**src/rtl/vadv_pkg.sv**
```systemverilog
package vadv_pkg;
  typedef enum logic [1:0] {
    KIND_SAME = 2'b00,
    KIND_FULL = 2'b01,
    KIND_PART = 2'b10,
    KIND_NONE = 2'b11
  } kind_e;
endpackage

```
**src/rtl/vadv_weight_track.sv**
```systemverilog
module vadv_weight_track #(
  parameter int LOG2_R = 4,
  parameter int LOG2_P = 2,
  parameter int FRAC_W = 24,
  parameter int CNT_W  = 5
) (
  input  logic             clk,
  input  logic             rst_n,
  input  logic             clr,
  input  logic             take,
  input  logic [1:0]       kind,
  output logic [CNT_W-1:0] shift_q,
  output logic [CNT_W-1:0] shift_nxt,
  output logic             covered
);
  import vadv_pkg::*;

  function automatic logic [CNT_W-1:0] step_from(input logic [1:0] k,
                                                 input logic [CNT_W-1:0] cur);
    case (kind_e'(k))
      KIND_FULL: step_from = cur + CNT_W'(LOG2_R);
      KIND_PART: step_from = cur + CNT_W'(LOG2_P);
      default:   step_from = cur;
    endcase
  endfunction

  assign shift_nxt = step_from(kind, shift_q);
  assign covered   = (shift_q >= CNT_W'(FRAC_W));

  always_ff @(posedge clk or negedge rst_n) begin
    if (!rst_n)    shift_q <= '0;
    else if (clr)  shift_q <= '0;
    else if (take) shift_q <= shift_nxt;
  end
endmodule

```
**src/rtl/vadv_sum_reg.sv**
```systemverilog
module vadv_sum_reg #(
  parameter int DIGIT_W = 6,
  parameter int FRAC_W  = 24,
  parameter int ACC_W   = 32,
  parameter int CNT_W   = 5
) (
  input  logic               clk,
  input  logic               rst_n,
  input  logic               clr,
  input  logic               take,
  input  logic [DIGIT_W-1:0] digit,
  input  logic [CNT_W-1:0]   weight_exp,
  output logic [ACC_W-1:0]   acc_q
);
  function automatic logic [ACC_W-1:0] scaled_term(input logic [DIGIT_W-1:0] d,
                                                   input logic [CNT_W-1:0] s);
    logic signed [ACC_W-1:0] ext;
    ext = {{(ACC_W-DIGIT_W){d[DIGIT_W-1]}}, d};
    ext = ext <<< FRAC_W;
    scaled_term = ext >>> s;
  endfunction

  logic [ACC_W-1:0] term_w;
  assign term_w = scaled_term(digit, weight_exp);

  always_ff @(posedge clk or negedge rst_n) begin
    if (!rst_n)    acc_q <= '0;
    else if (clr)  acc_q <= '0;
    else if (take) acc_q <= acc_q + term_w;
  end
endmodule

```
**src/rtl/vadv_digit_accum.sv**
```systemverilog
module vadv_digit_accum #(
  parameter int LOG2_R  = 4,
  parameter int LOG2_P  = 2,
  parameter int DIGIT_W = 6,
  parameter int FRAC_W  = 24,
  localparam int ACC_W  = DIGIT_W + 2 + FRAC_W,
  localparam int CNT_W  = $clog2(FRAC_W + LOG2_R + 1)
) (
  input  logic               clk,
  input  logic               rst_n,
  input  logic               start,
  input  logic               dig_valid,
  input  logic [1:0]         dig_kind,
  input  logic [DIGIT_W-1:0] dig_val,
  output logic [ACC_W-1:0]   result,
  output logic [CNT_W-1:0]   shift_pos,
  output logic               done
);
  import vadv_pkg::*;

  logic             accept_w;
  logic [CNT_W-1:0] shift_nxt_w;

  assign accept_w = dig_valid && !start && !done && (kind_e'(dig_kind) != KIND_NONE);

  vadv_weight_track #(
    .LOG2_R(LOG2_R), .LOG2_P(LOG2_P), .FRAC_W(FRAC_W), .CNT_W(CNT_W)
  ) trk_i (
    .clk(clk), .rst_n(rst_n), .clr(start), .take(accept_w), .kind(dig_kind),
    .shift_q(shift_pos), .shift_nxt(shift_nxt_w), .covered(done)
  );

  vadv_sum_reg #(
    .DIGIT_W(DIGIT_W), .FRAC_W(FRAC_W), .ACC_W(ACC_W), .CNT_W(CNT_W)
  ) sum_i (
    .clk(clk), .rst_n(rst_n), .clr(start), .take(accept_w), .digit(dig_val),
    .weight_exp(shift_nxt_w), .acc_q(result)
  );
endmodule

```
**config.mk**
```make
export PLATFORM = sky130hd
export DESIGN_NAME = vadv_digit_accum
export DESIGN_NICKNAME = d
export VERILOG_FILES = /design/src/rtl/vadv_pkg.sv /design/src/rtl/vadv_weight_track.sv /design/src/rtl/vadv_sum_reg.sv /design/src/rtl/vadv_digit_accum.sv
export SDC_FILE = /design/constraint.sdc
export NUM_CORES = 1
export LEC_CHECK = 0
export CAP_MARGIN = 20
export CORE_MARGIN = 2
export CORE_UTILIZATION = 40
export DETAILED_ROUTE_END_ITERATION = 10
export DONT_BUFFER_PORTS = 1
export PLACE_DENSITY = 0.65
export RECOVER_POWER = 25
export SLEW_MARGIN = 20
export SYNTH_ARGS = -nofsm -noshare
export SYNTH_HDL_FRONTEND = slang
export SYNTH_HIERARCHICAL = 1
export SYNTH_SLANG_ARGS = --single-unit
```
**constraint.sdc**
```tcl
create_clock -name clk -period 7.45 [get_ports clk]
set_input_delay 0.3725 -clock clk [delete_from_list [all_inputs] [get_ports clk]]
set_output_delay 0.3725 -clock clk [all_outputs]
set_load 0.02 [all_outputs]
```
### Yosys cells after proc, flatten, opt, wreduce, memory -nomap -nowiden

Cells that the tools add are included.

| storage, ports and cells | value |
|---|---|
| register bits | 37 |
| output and inout bits | 38 |

| cells by class | value |
|---|---|
| add/sub/neg operators | 3 |
| $lt $le $gt $ge | 1 |
| equal/unequal tests | 3 |
| shifts and indexed selects | 1 |
| muxes and demuxes | 5 |
| reduce and logical (&&, ||, !) cells | 6 |

Operator list:

| operator | count |
|---|---|
| 2-to-1 mux 32 bit | 2 |
| adder 32 bit | 1 |
| >>> shifter 30 x 5 -> 32 bit | 1 |
| 2-to-1 mux 5 bit | 2 |
| one-hot mux 5 bit (2 select lines) | 1 |
| adder 5 x 2 -> 5 bit, second input constant | 1 |
| adder 5 x 3 -> 5 bit, second input constant | 1 |
| greater-or-equal comparator 5 bit, second input constant | 1 |
| logical AND 1 bit | 3 |
| equality test 2 x 1 -> 1 bit, second input constant | 1 |
| equality test 2 bit, second input constant | 1 |
| logical NOT 1 bit | 2 |
| != test 2 bit, second input constant | 1 |
| nonzero test 2 bit | 1 |

### Logic depth before layout (Yosys ltp)

Gate-level depths: netlist (run 1).

| logic depth | value |
|---|---|
| word-level depth | 6 |
| mapped depth | 22 |
| gate-level depth less buffers | 21 |

### Hierarchy

The synthesis (run 1) kept the hierarchy.

By module, submodules not included:

| module | instances | cells an instance | area an instance (sq um) | sequential area each (sq um) |
|---|---|---|---|---|
| vadv_sum_reg | 1 | 460 | 3622.2 | 800.8 |
| vadv_weight_track | 1 | 44 | 371.6 | 100.1 |
| vadv_digit_accum | 1 | 2 | 18.8 | 0.0 |

### Worst setup path before layout (run 1)

No wires, ideal clock.

| timing | value |
|---|---|
| path kind | input-to-reg |
| start | input dig_kind[0] |
| end | register sum_i.acc_q[31] |
| setup time | 0.128 ns |
| arrival | 4.450 ns |
| required time | 7.322 ns |
| setup slack | 2.873 ns |
| stages | 19 |
| buffers on the path | 2 |
| cells stage by stage | inv_1 > ha_1 > or3b_1 > nand2_1 > buf_1 > o21ai_0 > mux2_2 > o21a_1 > a21oi_1 > ha_1 > buf_2 > and3_1 > and3_1 > and3_1 > a221oi_2 > o31ai_1 > a311oi_2 > mux2i_1 > mux2_1 |

| on the way | value |
|---|---|
| cells in the longest elaborated chain, start to end | 6 |
| elaborated cells on any way between the ends | 10 |
| those cells by class | add/sub (1); eq/ne (3); shift (1); mux (3); reduce/logical (2) |

RTL lines:

| element | line | text |
|---|---|---|
| start: declaration | vadv_digit_accum.sv:13 | `input logic [1:0] dig_kind,` |
| equality test 2 bit or equality test 2 x 1 -> 1 bit (tied branches) | vadv_weight_track.sv:20 | `case (kind_e'(k))` |
| one-hot mux 5 bit (2 select lines) * | vadv_weight_track.sv:20 |  |
| net shift_nxt_w[1] | vadv_digit_accum.sv:22 | `logic [CNT_W-1:0] shift_nxt_w;` |
| >>> shifter 30 x 5 -> 32 bit * | vadv_sum_reg.sv:20 | `scaled_term = ext >>> s;` |
| adder 32 bit * | vadv_sum_reg.sv:29 | `else if (take) acc_q <= acc_q + term_w;` |
| 2-to-1 mux 32 bit * | vadv_sum_reg.sv:29 |  |
| 2-to-1 mux 32 bit * | vadv_sum_reg.sv:28 | `else if (clr) acc_q <= '0;` |
| end signal: assignment | vadv_sum_reg.sv:29 |  |
| end: declaration | vadv_sum_reg.sv:13 | `output logic [ACC_W-1:0] acc_q` |

Mark *: on every way through the listed nets, which the timed path passes. The rest lies on a longest branch. The select of a mux whose other input is x is not followed.
A chain may end at the register's enable or synchronous reset.

### Worst setup path in the final report (run 1)

| timing | value |
|---|---|
| start | register trk_i.shift_q[1] |
| end | register sum_i.acc_q[31] |

| on the way | value |
|---|---|
| cells in the longest elaborated chain, start to end | 6 |
| elaborated cells on any way between the ends | 12 |
| those cells by class | add/sub (3); order compare (1); shift (1); mux (3); reduce/logical (4) |

RTL lines:

| element | line | text |
|---|---|---|
| start: declaration | vadv_weight_track.sv:12 | `output logic [CNT_W-1:0] shift_q,` |
| start signal: assignment | vadv_weight_track.sv:33 | `else if (take) shift_q <= shift_nxt;` |
| adder 5 x 2 -> 5 bit or adder 5 x 3 -> 5 bit (tied branches) | vadv_weight_track.sv:22, vadv_weight_track.sv:21 |  |
| one-hot mux 5 bit (2 select lines) * | vadv_weight_track.sv:20 |  |
| net shift_nxt_w[1] | vadv_digit_accum.sv:22 |  |
| >>> shifter 30 x 5 -> 32 bit * | vadv_sum_reg.sv:20 |  |
| adder 32 bit * | vadv_sum_reg.sv:29 |  |
| 2-to-1 mux 32 bit * | vadv_sum_reg.sv:29 |  |
| 2-to-1 mux 32 bit * | vadv_sum_reg.sv:28 |  |

Marked as above.

==> metrics.cfg, run 1 <==
[run_status]
status = finished with violations
violations = max-capacitance violations, max-slew violations

[synthesis]
synth_fa_ha_area_share_pct = 12.0
synth-seq-area-share_pct = 22.5
synth_most_common_cell = nor2_1
synth_compound_area_share_pct = 27.2
synth_simple_gate_area_share_pct = 19.8
synth-seq-cells = 36
synthXorXnorAreaFrac_pct = 5.02
synthesis.area_sq_um = 4010
yosysWarnings = 6
synth_cells = 506
ys_dominant_reg_cell = dfrtp_1
synth_top_area_cell = dfrtp_1
avgSynthCellArea_sq_um = 7.93
synth.distinct_cells = 62
synth_common_cells = nor2_1 (56), nand2_1 (42), o21ai_0 (39), ha_1 (37)
ys_top_cells_by_area = dfrtp_1 (22%), ha_1 (12%), mux2i_1 (6.5%), nor2_1 (5.2%), o21ai_0 (4.9%)
async_reset_ff_share_pct = 100
synth_top_area_share_pct = 22.5
synth_top_family_by_area = compound AO/OA/AOI/OAI gates
synth_edf_count = 0
synth.area.mux_share_pct = 9.01

[die]
fp.dieW_microns = 104
die_area_sq_um = 10800
start_util_pct = 41.1
pin_count = 50
rows = 36
core_sq_um = 9770
die_y_microns = 104

[sta]
post-route-period-util_pct = 68.8
finalSetupViolations = 0
slew-limit-headroom_pct = -35.7
rsz0062_at_grt = no
setup-tns-final_ns = 0
period_minus_slack_ns = 5.13
tightest_slew_ns = 2.04
max_freq_mhz = 195
hold_viol_final = 0
drv_slew = 37
skew_ns = 0.0124

[critical_path]
critPathTopFamily = compound AO/OA/AOI/OAI gates
critical_path_class = reg -> reg
arrival_ns = 5.30
timing.critical_path.mode_cell = o21ai_0
max_stage_delay_ns = 0.52
cp-start-kind = register
r2r_slack_ns = 2.32
cp_slowest_cell = dfrtp_1
worst_r2r_endpoint = sum_i/acc_q[31]
cp_data_required_time_ns = 7.63
r2r_start = trk_i/shift_q[1]
cp-end-kind = register
crit_buf_inv = 0
crit_chain = or3b_1, nand2_1, mux2_2, o21ai_0, mux2i_1, o21ai_0, o21ai_0, ha_1, and3_1, and2_1, and3_1, a221oi_2, o31ai_1, a311oi_2, mux2i_1, mux2_1
crit_fanout = 12
r2r_cells = 16

[finish]
fillerInstances = 1006
layout.nets = 541
n_antenna_cell = 0
syn_to_final_growth_pct = 4.55
instances_no_fill = 624
drive_gt1_share_pct = 5.91

[power]
swShare_pct = 36.9
p_leak_nw = 1.96
internal_power_w = 0.000329
power.share.clock_pct = 26.5
ir_drop_v = 0.0000582
powerDensity_nw_per_um2 = 124
p_seq_share_pct = 41.7
power_frac_comb_pct = 31.8
power_switching_w = 0.000192

[clock_tree]
clkTransAtPathRegs_ns = 0.07
clock_latency_ns = 0.30
cts_tree = built
h-tree-depth = 2
cts_root_buf = clkbuf_8
cts_buffer_depth = 2
cts_buffers = 5
cts_sinks = 36

[route]
drc = 0
viasPerCell = 5.93
wirelength_mm = 10.7
wl_per_cell_microns = 17.2
drtPass1Iterations = 4
dr_total_vias = 3701
ant_nets = 0
drtIter0Drc = 199

[global_route]
antenna_found_initial = 0
grt_pass1_wl_mm = 17.9
grt_use_total_pct = 20.1
grt_pass1_vias = 3504
grt_max_degree = 45
grt-ovfl-total = 0

[place]
io_buffers = 0
place_inst = 615
dp_hpwl_mm = 8.18
routabilityCongestion = 0.955

[flow_run]
cap_viol_max_count = 1

[min_path]
hold_start = start
min_path_type = in -> reg
hold_end = trk_i/shift_q[1]
hold_depth = 1

-- layout make-up --
cell class | instances | area (sq um) | share of cell area, %
Sequential cell | 36 | 901 | 21.5
Multi-Input combinational cell | 427 | 2950 | 70.4
Timing Repair Buffer | 5 | 36.3 | 0.865
Clock inverter | 1 | 5.00 | 0.119
Tap cell | 133 | 166 | 3.97
Clock buffer | 6 | 72.6 | 1.73
Inverter | 16 | 60.1 | 1.43
-- repair_timing --
action / 4_1_cts / 5_1_grt
hold buffers: 2 / 0
resized for setup: 0 / 0
buffers inserted: 0 / 0
endpoints found under the hold margin: 36 / 0
-- sequential cells by signal, summed over array words and instances, names as in the netlist --
register,cells
sum_i/acc_q,32
trk_i/shift_q,4
-- placed cells by master (no fill, tap or decap), drive strengths merged, types with 6 or more instances in the layout --
cell type / count
a21o: 17
a21oi: 37
a31oi: 7
and3: 9
clkbuf: 7
dfrtp: 36
ha: 37
inv: 16
mux2: 9
mux2i: 26
nand2: 42
nand2b: 13
nand3: 13
nand4: 6
nor2: 56
nor3: 6
o21a: 9
o21ai: 39
o31ai: 6
xnor2: 18
-- worst register-to-register path, cell delays in order (launching register included) --
cell	delay, ns
dfrtp_1	0.52
or3b_1	0.46
nand2_1	0.33
mux2_2	0.40
o21ai_0	0.44
mux2i_1	0.18
o21ai_0	0.26
o21ai_0	0.17
ha_1	0.40
and3_1	0.23
and2_1	0.19
and3_1	0.18
a221oi_2	0.22
o31ai_1	0.16
a311oi_2	0.32
mux2i_1	0.23
mux2_1	0.33
-- worst max-delay path by stage --
| stage | cells after the start | startpoint | end | slack, ns |
|---|---|---|---|---|
| global placement | 18 | dig_kind[0] | sum_i/acc_q[31] | 2.42 |
| finish | 16 | trk_i/shift_q[1] | sum_i/acc_q[31] | 2.32 |
| global route | 16 | trk_i/shift_q[1] | sum_i/acc_q[31] | 1.96 |
| CTS | 16 | trk_i/shift_q[1] | sum_i/acc_q[31] | 2.41 |
| detailed placement | 18 | dig_kind[0] | sum_i/acc_q[31] | 2.21 |
| floorplan | 19 | dig_kind[0] | sum_i/acc_q[31] | 2.87 |
-- power groups by stage --
| stage | registers (W) | logic [W] | clock network, W |
|---|---|---|---|
| finish | 0.000217 | 0.000166 | 0.000138 |
| global route | 0.000218 | 0.000184 | 0.000155 |
| CTS | 0.000218 | 0.000166 | 0.000146 |
| detailed placement | 0.000222 | 0.000159 | 0 |
| global placement | 0.000221 | 0.000158 | 0 |
| floorplan | 0.000218 | 0.000132 | 0 |
-- stage by stage --
step	setup WS, ns	utilization, %	cell area, sq um	total power (W)	hold WS [ns]
finish	2.32	42.9	4200	0.000521	0.130
global route	1.96	42.9	4200	0.000557	0.109
global placement	2.42	42.0	4100	0.000379	0.0780
CTS	2.41	43.1	4210	0.000529	0.123
detailed placement	2.21	42.0	4100	0.000380	0.0780
floorplan	2.87	-	4020	0.000350	0.0769
-- cells by family (layout without fill, tap and decap cells) --
| logic type | after synthesis | after routing |
|---|---|---|
| compound gates | 162 | 162 |
| mux | 35 | 35 |
| fa+ha+maj | 38 | 38 |
| simple gates | 167 | 167 |
| buf+inv | 44 | 28 |
| xor+xnor | 23 | 23 |
| flops | 36 | 36 |
| other cells | 1 | 2 |
-- layer usage --
metal / wire [microns] / global-route usage (%)
met1: 5100 / 27.1
met2: 4880 / 31.8
met3: 517 / 4.45
met4: 244 / 6.85
met5: 0 / 0
Power figures use the tool's default switching activity.
==> run 2: changes to the inputs <==
--- a/config.mk
+++ b/config.mk
@@ -5,6 +5,7 @@
 export SDC_FILE = /design/constraint.sdc
 export NUM_CORES = 1
 export LEC_CHECK = 0
+export ABC_AREA = 1
 export CAP_MARGIN = 20
 export CORE_MARGIN = 2
 export CORE_UTILIZATION = 40
==> constraint.sdc (replaced) <==
create_clock -name clk -period 5.3 [get_ports clk]
set_input_delay 0.265 -clock clk [delete_from_list [all_inputs] [get_ports clk]]
set_output_delay 0.265 -clock clk [all_outputs]
set_load 0.02 [all_outputs]
==> metrics.cfg, run 2 <==
[critical_path]
crit_fanout = 15
cp-end-kind = register
r2r_cells = 18
arrival_ns = 4.35
cp_data_required_time_ns = 5.46
worst_r2r_endpoint = sum_i/acc_q[15]
critical_path_class = reg -> reg
r2r_start = trk_i/shift_q[2]
cp-start-kind = register
r2r_slack_ns = 1.11

[global_route]
grt_pass1_vias = 4324
grt_pass1_wl_mm = 21.4
antenna_found_initial = 0
grt_use_total_pct = 21.6
grt-ovfl-total = 0
grt_max_degree = 37

[synthesis]
synth-seq-cells = 36
avgSynthCellArea_sq_um = 5.57
ys_top_cells_by_area = nand2_1 (29%), dfrtp_1 (20%), inv_1 (12%), ha_1 (10%), nand3_1 (5.0%)
synthesis.area_sq_um = 4540
async_reset_ff_share_pct = 100
synth_common_cells = nand2_1 (346), inv_1 (142), nor2_1 (54), nand3_1 (45), ha_1 (37)
ys_dominant_reg_cell = dfrtp_1
yosysWarnings = 6
synth-seq-area-share_pct = 19.8
synth_top_area_cell = nand2_1
synth_most_common_cell = nand2_1
synth_edf_count = 0
synth_top_area_share_pct = 28.6
synth.distinct_cells = 41
synth_cells = 815

[sta]
rsz0062_at_grt = no
hold_viol_final = 0
period_minus_slack_ns = 4.19
setup-tns-final_ns = 0
tightest_slew_ns = 2.05
post-route-period-util_pct = 79.0
finalSetupViolations = 0
drv_slew = 37
skew_ns = 0.00600
max_freq_mhz = 239
slew-limit-headroom_pct = -37.0
fin_ws_ns = 1.11

[die]
pin_count = 50
fp.dieW_microns = 111
core_sq_um = 11000
die_y_microns = 111
die_area_sq_um = 12200
start_util_pct = 41.4
rows = 38

[route]
dr_total_vias = 4753
drtPass1Iterations = 5
wl_per_cell_microns = 13.6
drc = 0
drtIter0Drc = 302
wirelength_mm = 12.9
viasPerCell = 5.00
ant_nets = 0

[clock_tree]
cts_buffer_depth = 2
cts_tree = built
h-tree-depth = 2
postCtsSetupBuffers = 0
cts_root_buf = clkbuf_16
clkTransAtPathRegs_ns = 0.06
cts_buffers = 5
cts_sinks = 36
postCtsResizedCells = 0
clock_latency_ns = 0.29

[power]
power_frac_comb_pct = 35.6
powerDensity_nw_per_um2 = 205
p_leak_nw = 2.99
ir_drop_v = 0.000150
p_seq_share_pct = 32.6
power_switching_w = 0.000390
swShare_pct = 39.5
internal_power_w = 0.000597
power.share.clock_pct = 31.8

[finish]
reg.largest.list = sum_i/acc_q (32), trk_i/shift_q (4)
layout.nets = 861
final_util_pct = 43.9
n_antenna_cell = 0
layout_common_cells = nand2_1 (346), inv_1 (142), nor2_1 (53), nand3_1 (45), ha_1 (37)
top_register = sum_i/acc_q
syn_to_final_growth_pct = 6.06
largest_reg_flops = 32
mostFrequentLayoutCell = nand2_1
drive_gt1_share_pct = 3.82

[place]
dp_hpwl_mm = 10.6
routabilityCongestion = 0.975
io_buffers = 0
place_ws_ns = 1.33

[min_path]
hold_end = sum_i/acc_q[5]
hold_start = start
min_path_type = in -> reg
hold_depth = 1

[run_status]
status = finished with violations
violations = max-capacitance violations, max-slew violations

[flow_run]
cap_viol_max_count = 1

==> run 2: cell types whose count changed after synthesis, sizes merged, moves of 8 or more <==
cell    previous run  this run
a21o              17         1
and3               9         0
clkbuf            22         8
inv               16       144
mux2               9         0
mux2i             26         0
nand2             42       350
nand2b            13         0
nand3             13        48
o21a               9         0
o21ai             39        47
xnor2             18         2
==> run 2: kinds of logic (layout without fill, tap and decap cells) <==
family / count (synthesis) / in the layout / share of synthesized area (%)
DFF: 36 / 36 / 19.8
adders and majority gates: 38 / 38 / 10.6
xor gates and xnor gates: 4 / 4 / 0.771
other: 1 / 2 / 0.0826
buffers and inverters: 160 / 155 / 13.9
AOI/OAI and AO/OA: 96 / 96 / 11.7
and+or+nand+nor: 480 / 480 / 43.1
==> run 2: critical path: stages, from the launching register on <==
cell	delay (ns)
dfrtp_1	0.54
ha_1	0.24
inv_1	0.04
nand2_1	0.05
nand3_1	0.07
a21boi_0	0.51
inv_1	0.38
nor2_1	0.36
inv_1	0.16
o21ai_0	0.36
ha_1	0.35
nand2_1	0.12
inv_1	0.06
nand2_1	0.09
inv_1	0.07
a21oi_1	0.17
nand2_2	0.12
o21ai_0	0.27
nand2_1	0.09
==> run 2: layout make-up <==
type                       instances  area (sq um)
timing repair buffer               4          28.8
clock buffer                       7           153
inverter                         144           543
tap                              140           175
sequential                        36           901
fill                            1200          6170
multi-input combinational        620          3020
==> run 2: power groups by stage <==
stage                     registers (W)  logic, W  clock network [W]
after global placement         0.000327  0.000337                  0
after global routing           0.000324  0.000398           0.000337
after detailed placement       0.000327  0.000337                  0
final                          0.000322  0.000352           0.000314
after CTS                      0.000322  0.000348           0.000324
after floorplan                0.000319  0.000268                  0
==> run 2: worst max-delay path by stage <==
| stage | from | endpoint | cells past startpoint |
|---|---|---|---|
| finish | trk_i/shift_q[2] | sum_i/acc_q[15] | 18 |
| global route | trk_i/shift_q[1] | sum_i/acc_q[29] | 20 |
| detailed placement | trk_i/shift_q[3] | sum_i/acc_q[15] | 16 |
| CTS | trk_i/shift_q[3] | sum_i/acc_q[15] | 16 |
| global placement | trk_i/shift_q[2] | sum_i/acc_q[28] | 18 |
| floorplan | trk_i/shift_q[1] | sum_i/acc_q[28] | 20 |
==> run 2: per-layer routing <==
layer	vias to the layer above	wire (microns)	GRT usage, %
met4	0	266	6.33
met5	-	0	0
li1	2503	-	-
met2	157	5640	33.9
met3	14	849	4.39
met1	2079	6180	29.9
==> run 2: stage by stage <==
stage	area (sq um)	total power, W	hold slack (ns)	cells
after global routing	4820	0.00106	0.0521	951
after floorplan	4550	0.000587	-0.0306	816
after CTS	4830	0.000994	0.0550	951
after detailed placement	4650	0.000665	-0.0297	942
after global placement	4650	0.000664	-0.0293	942
final	4820	0.000988	0.0620	951
==> run 2: timing repair <==
action	CTS	global route
hold buffers	2	0
setup endpoints to repair	0	0
hold endpoints to repair	36	0
==> run 3: changes to the inputs <==
==> constraint.sdc (replaced) <==
create_clock -name clk -period 4.1 [get_ports clk]
set_input_delay 0.205 -clock clk [delete_from_list [all_inputs] [get_ports clk]]
set_output_delay 0.205 -clock clk [all_outputs]
set_load 0.02 [all_outputs]
==> metrics.cfg, run 3 (same netlist as run 2, synthesis figures left out) <==
[run_status]
status = finished with violations
violations = max-capacitance violations, max-slew violations

[clock_tree]
cts_sinks = 36
cts_root_buf = clkbuf_16
cts_buffer_depth = 2
postCtsSetupBuffers = 0
cts_buffers = 5
clock_latency_ns = 0.28
h-tree-depth = 2
cts_tree = built
clkTransAtPathRegs_ns = 0.06

[global_route]
grt-ovfl-total = 0
antenna_found_initial = 0
grt_pass1_vias = 4357
grt_pass1_wl_mm = 21.0
grt_max_degree = 37
grt_use_total_pct = 20.8

[finish]
n_antenna_cell = 0
drive_gt1_share_pct = 4.18
syn_to_final_growth_pct = 6.31
top_register = sum_i/acc_q
reg.largest.list = sum_i/acc_q (32), trk_i/shift_q (4)
instances_no_fill = 954
layout_common_cells = nand2_1 (346), inv_1 (142), nor2_1 (53), nand3_1 (45), ha_1 (37)
layout.nets = 863
largest_reg_flops = 32
mostFrequentLayoutCell = nand2_1

[die]
pin_count = 50
die_y_microns = 111
die_area_sq_um = 12200
start_util_pct = 41.4
rows = 38
fp.dieW_microns = 111
core_sq_um = 11000

[power]
power.share.clock_pct = 31.1
power_switching_w = 0.000506
ir_drop_v = 0.000192
internal_power_w = 0.000758
p_seq_share_pct = 32.9
powerDensity_nw_per_um2 = 262
power_frac_comb_pct = 36.0
p_leak_nw = 3.01
swShare_pct = 40.0

[min_path]
hold_depth = 1
min_path_type = in -> reg
hold_start = start
hold_end = sum_i/acc_q[5]

[critical_path]
r2r_cells = 21
critical_path_class = reg -> reg
r2r_slack_ns = 0.42
r2r_start = trk_i/shift_q[2]
cp-end-kind = register
cp_data_required_time_ns = 4.27
arrival_ns = 3.85
cp-start-kind = register
crit_fanout = 12
worst_r2r_endpoint = sum_i/acc_q[28]

[route]
drc = 0
ant_nets = 0
drtPass1Iterations = 7
wirelength_mm = 12.7
dr_total_vias = 4746
drtIter0Drc = 268
viasPerCell = 4.97
wl_per_cell_microns = 13.3

[place]
routabilityCongestion = 0.945
place_inst = 944
dp_hpwl_mm = 10.5
io_buffers = 0
place_ws_ns = 0.388

[sta]
hold_viol_final = 0
max_freq_mhz = 272
rsz0062_at_grt = no
period_minus_slack_ns = 3.68
fin_ws_ns = 0.423
finalSetupViolations = 0
setup-tns-final_ns = 0
drv_slew = 37
post-route-period-util_pct = 89.7
slew-limit-headroom_pct = -38.0
skew_ns = 0.00479
whs_ns = 0.0115
tightest_slew_ns = 2.07

[flow_run]
cap_viol_max_count = 1

## run 3: cell count changes in the layout (fill, tap and decap cells not counted)
cell      delta
clkbuf_8     -1
a21boi_0     -1
clkinv_2     +2
buf_4        +2
a21boi_1     +1
## run 3: final cells by class
class	count	area (sq um)
timing repair buffer	6	43.8
clock inverter	2	10.0
clock buffer	6	139
inverter	144	543
tap	140	175
multi-input combinational	620	3020
fill	1226	6150
sequential	36	901
## run 3: per-layer routing
metal  vias to the layer above  routed length (microns)  track usage [%]
met5                         -                        0                0
met2                       144                     5490             33.7
met4                         0                      248             5.33
met1                      2077                     6070             29.0
met3                        19                      870             3.18
li1                       2506                        -                -
## run 3: worst max path at each step
stage | end | cells past startpoint | start | slack (ns)
CTS | sum_i/acc_q[28] | 20 | trk_i/shift_q[2] | 0.37
floorplan | sum_i/acc_q[28] | 20 | trk_i/shift_q[1] | 0.89
finish | sum_i/acc_q[28] | 21 | trk_i/shift_q[2] | 0.42
global route | sum_i/acc_q[27] | 18 | trk_i/shift_q[2] | 0.07
global placement | sum_i/acc_q[27] | 18 | trk_i/shift_q[2] | 0.40
detailed placement | sum_i/acc_q[28] | 20 | trk_i/shift_q[2] | 0.39
## run 3: power groups by stage
stage | Combinational, W | Sequential [W] | Clock, W
after global routing | 0.000519 | 0.000419 | 0.000421
after detailed placement | 0.000441 | 0.000423 | 0
final | 0.000455 | 0.000416 | 0.000394
after global placement | 0.000440 | 0.000423 | 0
after floorplan | 0.000346 | 0.000413 | 0
after CTS | 0.000454 | 0.000417 | 0.000412
## run 3: critical path, stage by stage (launching register included)
cell	delay (ns)
dfrtp_1	0.50
ha_1	0.34
nand2_1	0.05
o211ai_1	0.09
and2_1	0.30
inv_1	0.20
nand2_1	0.10
o21ai_1	0.12
nor3_1	0.18
ha_1	0.23
inv_1	0.06
fa_1	0.43
inv_1	0.13
nand3_1	0.08
nand3_1	0.15
nand3_1	0.10
nand3_1	0.19
nand2_1	0.10
nand2_1	0.08
nand2_1	0.04
nand3_1	0.06
nand2_1	0.05
## run 3: per-stage QoR
stage / util (%) / power, W / area [sq um]
after global placement: 42.5 / 0.000863 / 4670
final: 44.0 / 0.00126 / 4830
after CTS: 44.1 / 0.00128 / 4840
after detailed placement: 42.5 / 0.000864 / 4670
after floorplan: - / 0.000759 / 4550
after global routing: 44.0 / 0.00136 / 4830
## run 3: repair_timing
action	in CTS	in global routing
hold buffers	2	0
gates resized for setup	0	1
hold endpoints to repair	36	0
setup endpoints to repair	0	12
